**src/rtl/evh_pkg.sv**
```systemverilog
package evh_pkg;
    localparam int EV_OFF      = 0;
    localparam int EV_CYCLES   = 1;
    localparam int EV_UND_RD   = 2;
    localparam int EV_UND_WR   = 3;
    localparam int EV_FULL_LO  = 4;
    localparam int EV_FULL_HI  = 8;
    localparam int EV_RWAIT    = 9;
    localparam int EV_BWAIT    = 10;
    localparam int EV_HS_LO    = 11;
    localparam int EV_HS_HI    = 15;
    localparam int EV_HIST_RD  = 16;
    localparam int EV_HIST_WR  = 17;
    localparam int EV_CLK_ON   = 18;
    localparam int EV_CLK_OFF  = 19;
    localparam int EV_AR_LEN0  = 32;
    localparam int EV_AW_LEN0  = 48;

    localparam int HS_AR_BIT   = 3;
    localparam int HS_AW_BIT   = 4;

    typedef enum logic [1:0] {
        RA_SEL  = 2'd0,
        RA_CNT  = 2'd1,
        RA_BIN  = 2'd2,
        RA_DATA = 2'd3
    } reg_addr_e;
endpackage

```
**src/rtl/evh_select.sv**
```systemverilog
module evh_select #(
    parameter int SEL_W = 6,
    parameter int OUT_W = 8,
    parameter int LEN_W = 8,
    parameter int NBINS = 16,
    localparam int BIN_W = $clog2(NBINS)
) (
    input  logic [SEL_W-1:0] sel_i,
    input  logic             under_rd_i,
    input  logic             under_wr_i,
    input  logic [4:0]       fifo_full_i,
    input  logic             r_wait_i,
    input  logic             b_wait_i,
    input  logic [4:0]       hs_i,
    input  logic [LEN_W-1:0] ar_len_i,
    input  logic [LEN_W-1:0] aw_len_i,
    input  logic             dev_clk_on_i,
    input  logic [OUT_W-1:0] rd_outst_i,
    input  logic [OUT_W-1:0] wr_outst_i,
    output logic             cnt_inc_o,
    output logic             hist_inc_o,
    output logic [BIN_W-1:0] hist_idx_o
);
    import evh_pkg::*;

    localparam logic [OUT_W-1:0] TOP_BIN = OUT_W'(NBINS - 1);

    logic [OUT_W-1:0] level;
    int               code;

    always_comb begin
        code       = int'(sel_i);
        cnt_inc_o  = 1'b0;
        hist_inc_o = 1'b0;
        level      = rd_outst_i;
        if (code == EV_CYCLES) begin
            cnt_inc_o = 1'b1;
        end else if (code == EV_UND_RD) begin
            cnt_inc_o = under_rd_i;
        end else if (code == EV_UND_WR) begin
            cnt_inc_o = under_wr_i;
        end else if (code >= EV_FULL_LO && code <= EV_FULL_HI) begin
            cnt_inc_o = fifo_full_i[code - EV_FULL_LO];
        end else if (code == EV_RWAIT) begin
            cnt_inc_o = r_wait_i;
        end else if (code == EV_BWAIT) begin
            cnt_inc_o = b_wait_i;
        end else if (code >= EV_HS_LO && code <= EV_HS_HI) begin
            cnt_inc_o = hs_i[code - EV_HS_LO];
        end else if (code == EV_HIST_RD) begin
            hist_inc_o = 1'b1;
            level      = rd_outst_i;
        end else if (code == EV_HIST_WR) begin
            hist_inc_o = 1'b1;
            level      = wr_outst_i;
        end else if (code == EV_CLK_ON) begin
            cnt_inc_o = dev_clk_on_i;
        end else if (code == EV_CLK_OFF) begin
            cnt_inc_o = ~dev_clk_on_i;
        end else if (code == EV_AR_LEN0) begin
            cnt_inc_o = hs_i[HS_AR_BIT] && (ar_len_i == '0);
        end else if (code == EV_AW_LEN0) begin
            cnt_inc_o = hs_i[HS_AW_BIT] && (aw_len_i == '0);
        end
    end

    always_comb begin
        if (level > TOP_BIN) hist_idx_o = BIN_W'(NBINS - 1);
        else                 hist_idx_o = level[BIN_W-1:0];
    end
endmodule

```
**src/rtl/evh_hist_bank.sv**
```systemverilog
module evh_hist_bank #(
    parameter int NBINS = 16,
    parameter int CNT_W = 32,
    localparam int BIN_W = $clog2(NBINS)
) (
    input  logic             clk,
    input  logic             rst_n,
    input  logic             inc_i,
    input  logic [BIN_W-1:0] inc_idx_i,
    input  logic             wr_i,
    input  logic [BIN_W-1:0] wr_idx_i,
    input  logic [CNT_W-1:0] wr_data_i,
    input  logic [BIN_W-1:0] rd_idx_i,
    output logic [CNT_W-1:0] rd_data_o
);
    logic [CNT_W-1:0] bins_q [NBINS];
    logic [CNT_W-1:0] bins_d [NBINS];

    for (genvar b = 0; b < NBINS; b++) begin : g_bin
        always_comb begin
            bins_d[b] = bins_q[b];
            if (inc_i && inc_idx_i == BIN_W'(b)) bins_d[b] = bins_q[b] + CNT_W'(1);
            if (wr_i && wr_idx_i == BIN_W'(b))   bins_d[b] = wr_data_i;
        end

        always_ff @(posedge clk) begin
            if (!rst_n) bins_q[b] <= '0;
            else        bins_q[b] <= bins_d[b];
        end
    end

    assign rd_data_o = bins_q[rd_idx_i];
endmodule

```
**src/rtl/evt_hist_counter.sv**
```systemverilog
module evt_hist_counter #(
    parameter int CNT_W = 32,
    parameter int SEL_W = 6,
    parameter int NBINS = 16,
    parameter int OUT_W = 8,
    parameter int LEN_W = 8
) (
    input  logic             clk,
    input  logic             rst_n,
    input  logic             under_rd_i,
    input  logic             under_wr_i,
    input  logic [4:0]       fifo_full_i,
    input  logic             r_wait_i,
    input  logic             b_wait_i,
    input  logic [4:0]       hs_i,
    input  logic [LEN_W-1:0] ar_len_i,
    input  logic [LEN_W-1:0] aw_len_i,
    input  logic             dev_clk_on_i,
    input  logic [OUT_W-1:0] rd_outst_i,
    input  logic [OUT_W-1:0] wr_outst_i,
    input  logic             reg_we_i,
    input  logic [1:0]       reg_addr_i,
    input  logic [CNT_W-1:0] reg_wdata_i,
    output logic [CNT_W-1:0] reg_rdata_o
);
    import evh_pkg::*;

    localparam int BIN_W = $clog2(NBINS);

    typedef struct packed {
        logic [SEL_W-1:0] sel;
        logic [CNT_W-1:0] cnt;
        logic [BIN_W-1:0] bin;
    } ctl_t;

    ctl_t             ctl_d, ctl_q;
    logic             cnt_inc, hist_inc;
    logic [BIN_W-1:0] hist_idx;
    logic             data_wr;
    logic [CNT_W-1:0] bin_data;
    logic [SEL_W-1:0] sel_q;
    logic [CNT_W-1:0] cnt_q;

    assign sel_q   = ctl_q.sel;
    assign cnt_q   = ctl_q.cnt;
    assign data_wr = reg_we_i && (reg_addr_e'(reg_addr_i) == RA_DATA);

    evh_select #(
        .SEL_W(SEL_W), .OUT_W(OUT_W), .LEN_W(LEN_W), .NBINS(NBINS)
    ) u_select (
        .sel_i        (ctl_q.sel),
        .under_rd_i   (under_rd_i),
        .under_wr_i   (under_wr_i),
        .fifo_full_i  (fifo_full_i),
        .r_wait_i     (r_wait_i),
        .b_wait_i     (b_wait_i),
        .hs_i         (hs_i),
        .ar_len_i     (ar_len_i),
        .aw_len_i     (aw_len_i),
        .dev_clk_on_i (dev_clk_on_i),
        .rd_outst_i   (rd_outst_i),
        .wr_outst_i   (wr_outst_i),
        .cnt_inc_o    (cnt_inc),
        .hist_inc_o   (hist_inc),
        .hist_idx_o   (hist_idx)
    );

    evh_hist_bank #(
        .NBINS(NBINS), .CNT_W(CNT_W)
    ) u_bank (
        .clk       (clk),
        .rst_n     (rst_n),
        .inc_i     (hist_inc),
        .inc_idx_i (hist_idx),
        .wr_i      (data_wr),
        .wr_idx_i  (ctl_q.bin),
        .wr_data_i (reg_wdata_i),
        .rd_idx_i  (ctl_q.bin),
        .rd_data_o (bin_data)
    );

    always_comb begin
        ctl_d = ctl_q;
        if (cnt_inc) ctl_d.cnt = ctl_q.cnt + CNT_W'(1);
        if (reg_we_i) begin
            unique case (reg_addr_e'(reg_addr_i))
                RA_SEL:  ctl_d.sel = reg_wdata_i[SEL_W-1:0];
                RA_CNT:  ctl_d.cnt = reg_wdata_i;
                RA_BIN:  ctl_d.bin = reg_wdata_i[BIN_W-1:0];
                default: ;
            endcase
        end
    end

    always_ff @(posedge clk) begin
        if (!rst_n) ctl_q <= '0;
        else        ctl_q <= ctl_d;
    end

    always_comb begin
        unique case (reg_addr_e'(reg_addr_i))
            RA_SEL:  reg_rdata_o = CNT_W'(ctl_q.sel);
            RA_CNT:  reg_rdata_o = ctl_q.cnt;
            RA_BIN:  reg_rdata_o = CNT_W'(ctl_q.bin);
            default: reg_rdata_o = bin_data;
        endcase
    end
endmodule

```
**config.mk**
```make
export PLATFORM = sky130hd
export DESIGN_NAME = evt_hist_counter
export DESIGN_NICKNAME = d
export VERILOG_FILES = /design/src/rtl/evh_pkg.sv /design/src/rtl/evh_select.sv /design/src/rtl/evh_hist_bank.sv /design/src/rtl/evt_hist_counter.sv
export SDC_FILE = /design/constraint.sdc
export NUM_CORES = 2
export LEC_CHECK = 0
export BUFFER_PORTS_ARGS = -buffer_cell sky130_fd_sc_hd__buf_2
export CORE_MARGIN = 3
export CORE_UTILIZATION = 35
export DETAILED_ROUTE_END_ITERATION = 10
export PLACE_DENSITY = 0.6
export SLEW_MARGIN = 20
export SYNTH_ARGS = -nofsm -noshare
export SYNTH_HDL_FRONTEND = slang
export SYNTH_SLANG_ARGS = --single-unit
```
**constraint.sdc**
```tcl
create_clock -name clk -period 2.95 [get_ports clk]
set_input_delay 0 -clock clk [delete_from_list [all_inputs] [get_ports clk]]
set_output_delay 0 -clock clk [all_outputs]
set_load 0.01 [all_outputs]
```
Word-level counts from Yosys, hierarchy flattened
Memories as Yosys holds them, arrays and structs flattened. A register that Yosys moved wholly into a read port is not among the register bits.
Index checks and enable logic that the tools add are counted.
{ "classes": {"addsub": 19, "magnitude_cmp": 7, "eq_ne": 44, "mux": 95, "n_bitwise": 17, "n_reduce_logical": 44} }
{ "op_table": {"columns": ["cell", "n"], "rows": [
  ["32-bit two-way mux", 50],
  ["32-bit by 1-bit adder with 32-bit output, second input constant", 17],
  ["32-bit case mux with 3 select lines", 1],
  ["8-bit two-way mux", 9],
  ["4-bit equality test, second input constant", 16],
  ["32-bit by 5-bit less-than comparator with 1-bit output, second input constant", 2],
  ["1-bit logical AND", 37],
  ["36-bit two-way mux", 1],
  ["4-bit by 3-bit equality test with 1-bit output, second input constant", 8],
  ["6-bit equality test, second input constant", 5],
  ["1-bit two-way mux", 28],
  ["6-bit by 5-bit equality test with 1-bit output, second input constant", 3],
  ["4-bit by 2-bit equality test with 1-bit output, second input constant", 4],
  ["8-bit logical NOT", 2],
  ["4-bit two-way mux", 4],
  ["1-bit bitwise OR", 16],
  ["6-bit by 3-bit equality test with 1-bit output, second input constant", 2],
  ["6-bit by 4-bit less-or-equal comparator with 1-bit output, second input constant", 2],
  ["4-bit by 1-bit equality test with 1-bit output, second input constant", 2],
  ["8-bit by 4-bit > comparator with 1-bit output, second input constant", 1],
  ["4-bit logical NOT", 2],
  ["6-bit by 3-bit subtractor with 7-bit output, second input constant", 1],
  ["6-bit by 4-bit subtractor with 7-bit output, second input constant", 1],
  ["1-bit binary-select mux with 3-bit select", 2],
  ["other kinds (8)", 10]
]} }
{ "word_totals": {"register_bits": 42, "ram_bits": 512, "inputBits": 84, "out_inout_bits": 32, "wordCells": 230, "memories": 1} }
{ "memory_table": {"columns": ["name", "depth", "word_bits", "read_ports", "rd_clocked_by_memory_dff", "write_ports", "line", "text"], "rows": [
  ["u_bank.bins_q", 16, 32, 17, 1, 16, "evh_hist_bank.sv:16", "logic [CNT_W-1:0] bins_q [NBINS];"]
]} }

Depth between registers and ports, before layout
{ "depth": {"ltp_word": 18, "depth_mapped": 13, "mapped_depth_nobuf": 9} }

Modules after synthesis
Synthesis repeated with hierarchy kept, for this count alone.
{ "hier_totals": {"hier_cells": 4032, "hier_area_um2": 34408.0} }
{ "modules_own_cells": {"columns": ["mod", "n_inst", "cells_per_inst", "area_per_inst_um2", "seq_area_each_um2"], "rows": [
  ["evh_hist_bank", 1, 3635, 31174.9, 10249.8],
  ["evt_hist_counter", 1, 321, 2671.3, 840.8],
  ["evh_select", 1, 76, 561.8, 0.0]
]} }

Worst setup path before layout
Ideal clock, no wire load.
{ "synth_timing": {"path_kind": "register -> register", "start": "register ctl_q, in the netlist sel_q[0]", "end": "memory u_bank.bins_q[12][22]", "setup_ps": 86, "arrival_ps": 3059, "t_required_ps": 2864, "path_slack_ps": -194, "stages_incl_launch_ff": 13, "path_buffers": 3, "synth_period_minus_slack_ps": 3144, "cell_sequence": "dfxtp_1 -> clkbuf_1 -> inv_1 -> ha_1 -> clkbuf_1 -> nor2b_1 -> nand2_1 -> buf_2 -> mux2i_1 -> nand4b_1 -> nor4_1 -> xnor2_1 -> a211oi_1"} }
{ "synth_lines": {"columns": ["element", "line", "text"], "rows": [
  ["start: declaration", "evt_hist_counter.sv:36", "ctl_t ctl_d, ctl_q;"],
  ["start signal: assignment", "evt_hist_counter.sv:97", "else ctl_q <= ctl_d;"],
  ["end: declaration", "evh_hist_bank.sv:16", null]
]} }

==> run metrics <==
Final ANT Viol Nets 0; final hold slack ~22 ps; post-synth top area cell dfxtp_1; Initial Util 35.4%; Die ar. 102000 sq um; clock network power share a little under half; Top FF cell, synth dfxtp_1; count leader, synth dfxtp_1; P&R area growth vs syn 16.6%; WL/cell between 20 and 25 microns; register area share after synthesis between 30% and 40%; mapped cell area around 34000 sq um; unique cell type count in the Yosys netlist between 60 and 70; initial drt markers between 3000 and 4000; Slew Limit Fails 0; fin crit period between 3000 and 4000 ps; leakage approximately 13 nW; fraction of layout cells with a size suffix above 1 between 15 and 20%; post-place instance area 37000 sq um; CTS Buffer Depth 3; clock latency on the worst-skew pair about 630 ps; synth cell count leaders dfxtp_1 (558), o21ai_0 (482), a21oi_1 (449); max_cap viols 0; clock root buffer clkbuf_16; CP Launch Type flop; Sequential Area approximately 11000 sq um; GRT Util Overall about 25%; Power, Total approximately 17 mW; share of the synthesized area in the top cell type roughly 32%; Vias approximately 33000; combinational share of power 7.8%; Mean Syn Cell Area roughly 8.4 sq um; FMAX between 300 and 400 MHz; Flop pwr share about 44%; FP Rows approximately 110; status finished, violations left; Hold/Removal Path Class input port to flop; largest net degree at the start of global routing 126; DRC Markers 0; critical path capture point type primary output; Setup-failing EPs final 32; post-route cell area between 40000 and 50000 sq um; global-route wire length before repair around 200000 microns; Die W 320 microns; Ports between 100 and 150; failing checks negative setup slack; pre-CTS setup slack between 10 and 15 ps; grt total ovfl 0; ranking of synthesized cells by area dfxtp_1 (32%), mux4_2 (11%), xnor2_1 (8.0%), o21ai_0 (7.0%), a21oi_1 (6.5%); Yosys reg bits between 500 and 600; number of flops mapped to enable cells by yosys 0; CP required ~3000 ps; slack of the critical path -236 ps; RSZ-0062 raised after global routing true; Worst Skew ~27 ps; worst-margin pin slew ~700 ps; critical path class flop to primary output; VDD IR max approximately 350 uV; clk slew on worst S/H paths around 60 ps; final net count approximately 4300; DRT Pass-1 Iters 6; Max-slew headroom approximately 50%; vias per inst between 5 and 6; Period Utilization, post-route 108%; Cell Int Power ~13 mW; Mapped Cells about 4000; Max FO, Critical Path 7; Clock Sink Count about 560; switching power 4.52 mW; endpoints failing hold 0; gpl congestion between 0.9 and 1; number of fill cells ~9600; PD cells between 400 and 500 nW/um^2; multi-input logic area between 20000 and 25000 sq um; Switching Fraction between 20% and 30%; antenna violations before repair 15; H-tree depth 3; Routed WL between 100000 and 150000 microns; Data arrival, critical path between 3000 and 4000 ps; HPWL after DPL about 96000 microns; Util after Layout between 40% and 50%; Chip Height between 300 and 400 microns; CTS tree yes; Syn. warnings 0; Core ar. between 90000 and 100000 sq um; post-synthesis net count about 4200; asr flop ratio synth 0%; total CTS buffers 68; port bufs between 100 and 150; number of global-route vias before repair around 30000
critical path, stage by stage, from the launching register on:
cell     delay, ps
dfxtp_4        440
buf_12         180
mux4_2         600
mux4_2         620
mux4_2         560
buf_6          150
area by class of cell:
type | count | share of cell area (%)
Multi-Input combinational cell | 3096 | 54.5
Sequential cell | 558 | 27.9
Clock inverter | 15 | 0.387
Inverter | 110 | 1.03
Antenna cell | 8 | 0.0499
Timing Repair Buffer | 345 | 7.24
Tap cell | 1276 | 3.98
Clock buffer | 102 | 4.99
repair_timing:
item | in CTS | in global routing
hold buffers | 32 | 0
setup buffers | 8 | 3
gates cloned | 9 | 2
setup endpoints to repair | 31 | 82
endpoints found under the hold margin | 347 | 0
resized for setup | 28 | 30
pin swaps | 1 | 0
worst paths after layout:
check                                          start                     to  slack, ps  depth (start not counted)
worst max-delay path                            flop         reg_rdata_o[3]       -240                          5
worst min-delay path                 reg_wdata_i[24]  u_bank.bins_q[15][24]         20                          3
worst max register to register              sel_q[0]  u_bank.bins_q[14][23]        130                         10
worst min register to register  u_bank.bins_q[8][31]   u_bank.bins_q[8][31]        520                          2
flip-flops by register name (all words and copies together) (netlist names), named ones only:
name / cells
u_bank.bins_q: 512
cnt_q: 32
sel_q: 6
ctl_q: 4
power by group through the flow:
stage,sequential (mW),clock [mW],combinational [mW]
6_report,7.72,8.39,1.36
3_5_place_dp,7.88,0,1.23
3_3_place_gp,7.88,0,1.22
4_1_cts,7.72,8.49,1.32
5_1_grt,7.73,8.78,1.44
2_1_floorplan,7.84,0,0.703
cells by family after synthesis:
logic type | after synthesis | share of synthesized area, %
AO/OA/AOI/OAI | 1086 | 17.0
buffers and inverters | 420 | 4.64
XOR/XNOR | 490 | 12.5
adder cells (fa/ha/maj) | 21 | 0.764
AND/OR/NAND/NOR | 1269 | 19.9
multiplexers | 230 | 12.8
flip-flops | 558 | 32.5
stage by stage:
stage | TNS, ps | cells
2_1_floorplan | 0 | 4074
3_3_place_gp | -16.9 | 5332
3_5_place_dp | 0 | 5332
4_1_cts | -3920 | 5498
5_1_grt | -5360 | 5502
6_report | -3610 | 5510
per-layer routing:
| layer | vias to the layer above | GRT usage (%) | share of wire [%] |
|---|---|---|---|
| met5 | - | 0 | 0.020 |
| met4 | 4 | 9.24 | 3.9 |
| met3 | 257 | 4.75 | 9.2 |
| met2 | 1555 | 40.0 | 45 |
| met1 | 15887 | 34.7 | 42 |
| li1 | 15197 | - | - |
cells in the final DEF, fill, tap and decap left out, types with 24 or more instances in the layout:
cell type,count
nand2_1,206
nor2_1,223
nand4_1,132
dlygate4sd3_1,32
mux2i_1,50
mux4_2,166
nand3_1,182
clkbuf_16,72
a31oi_1,24
inv_1,109
nor4_1,69
and3_1,76
a21oi_1,449
buf_4,164
nor3_1,130
xor2_1,175
nor2b_1,30
buf_2,110
xnor2_1,315
dfxtp_1,555
o21ai_0,480
and4_1,55
a211oi_1,58
(Power assumes the default switching activity.)
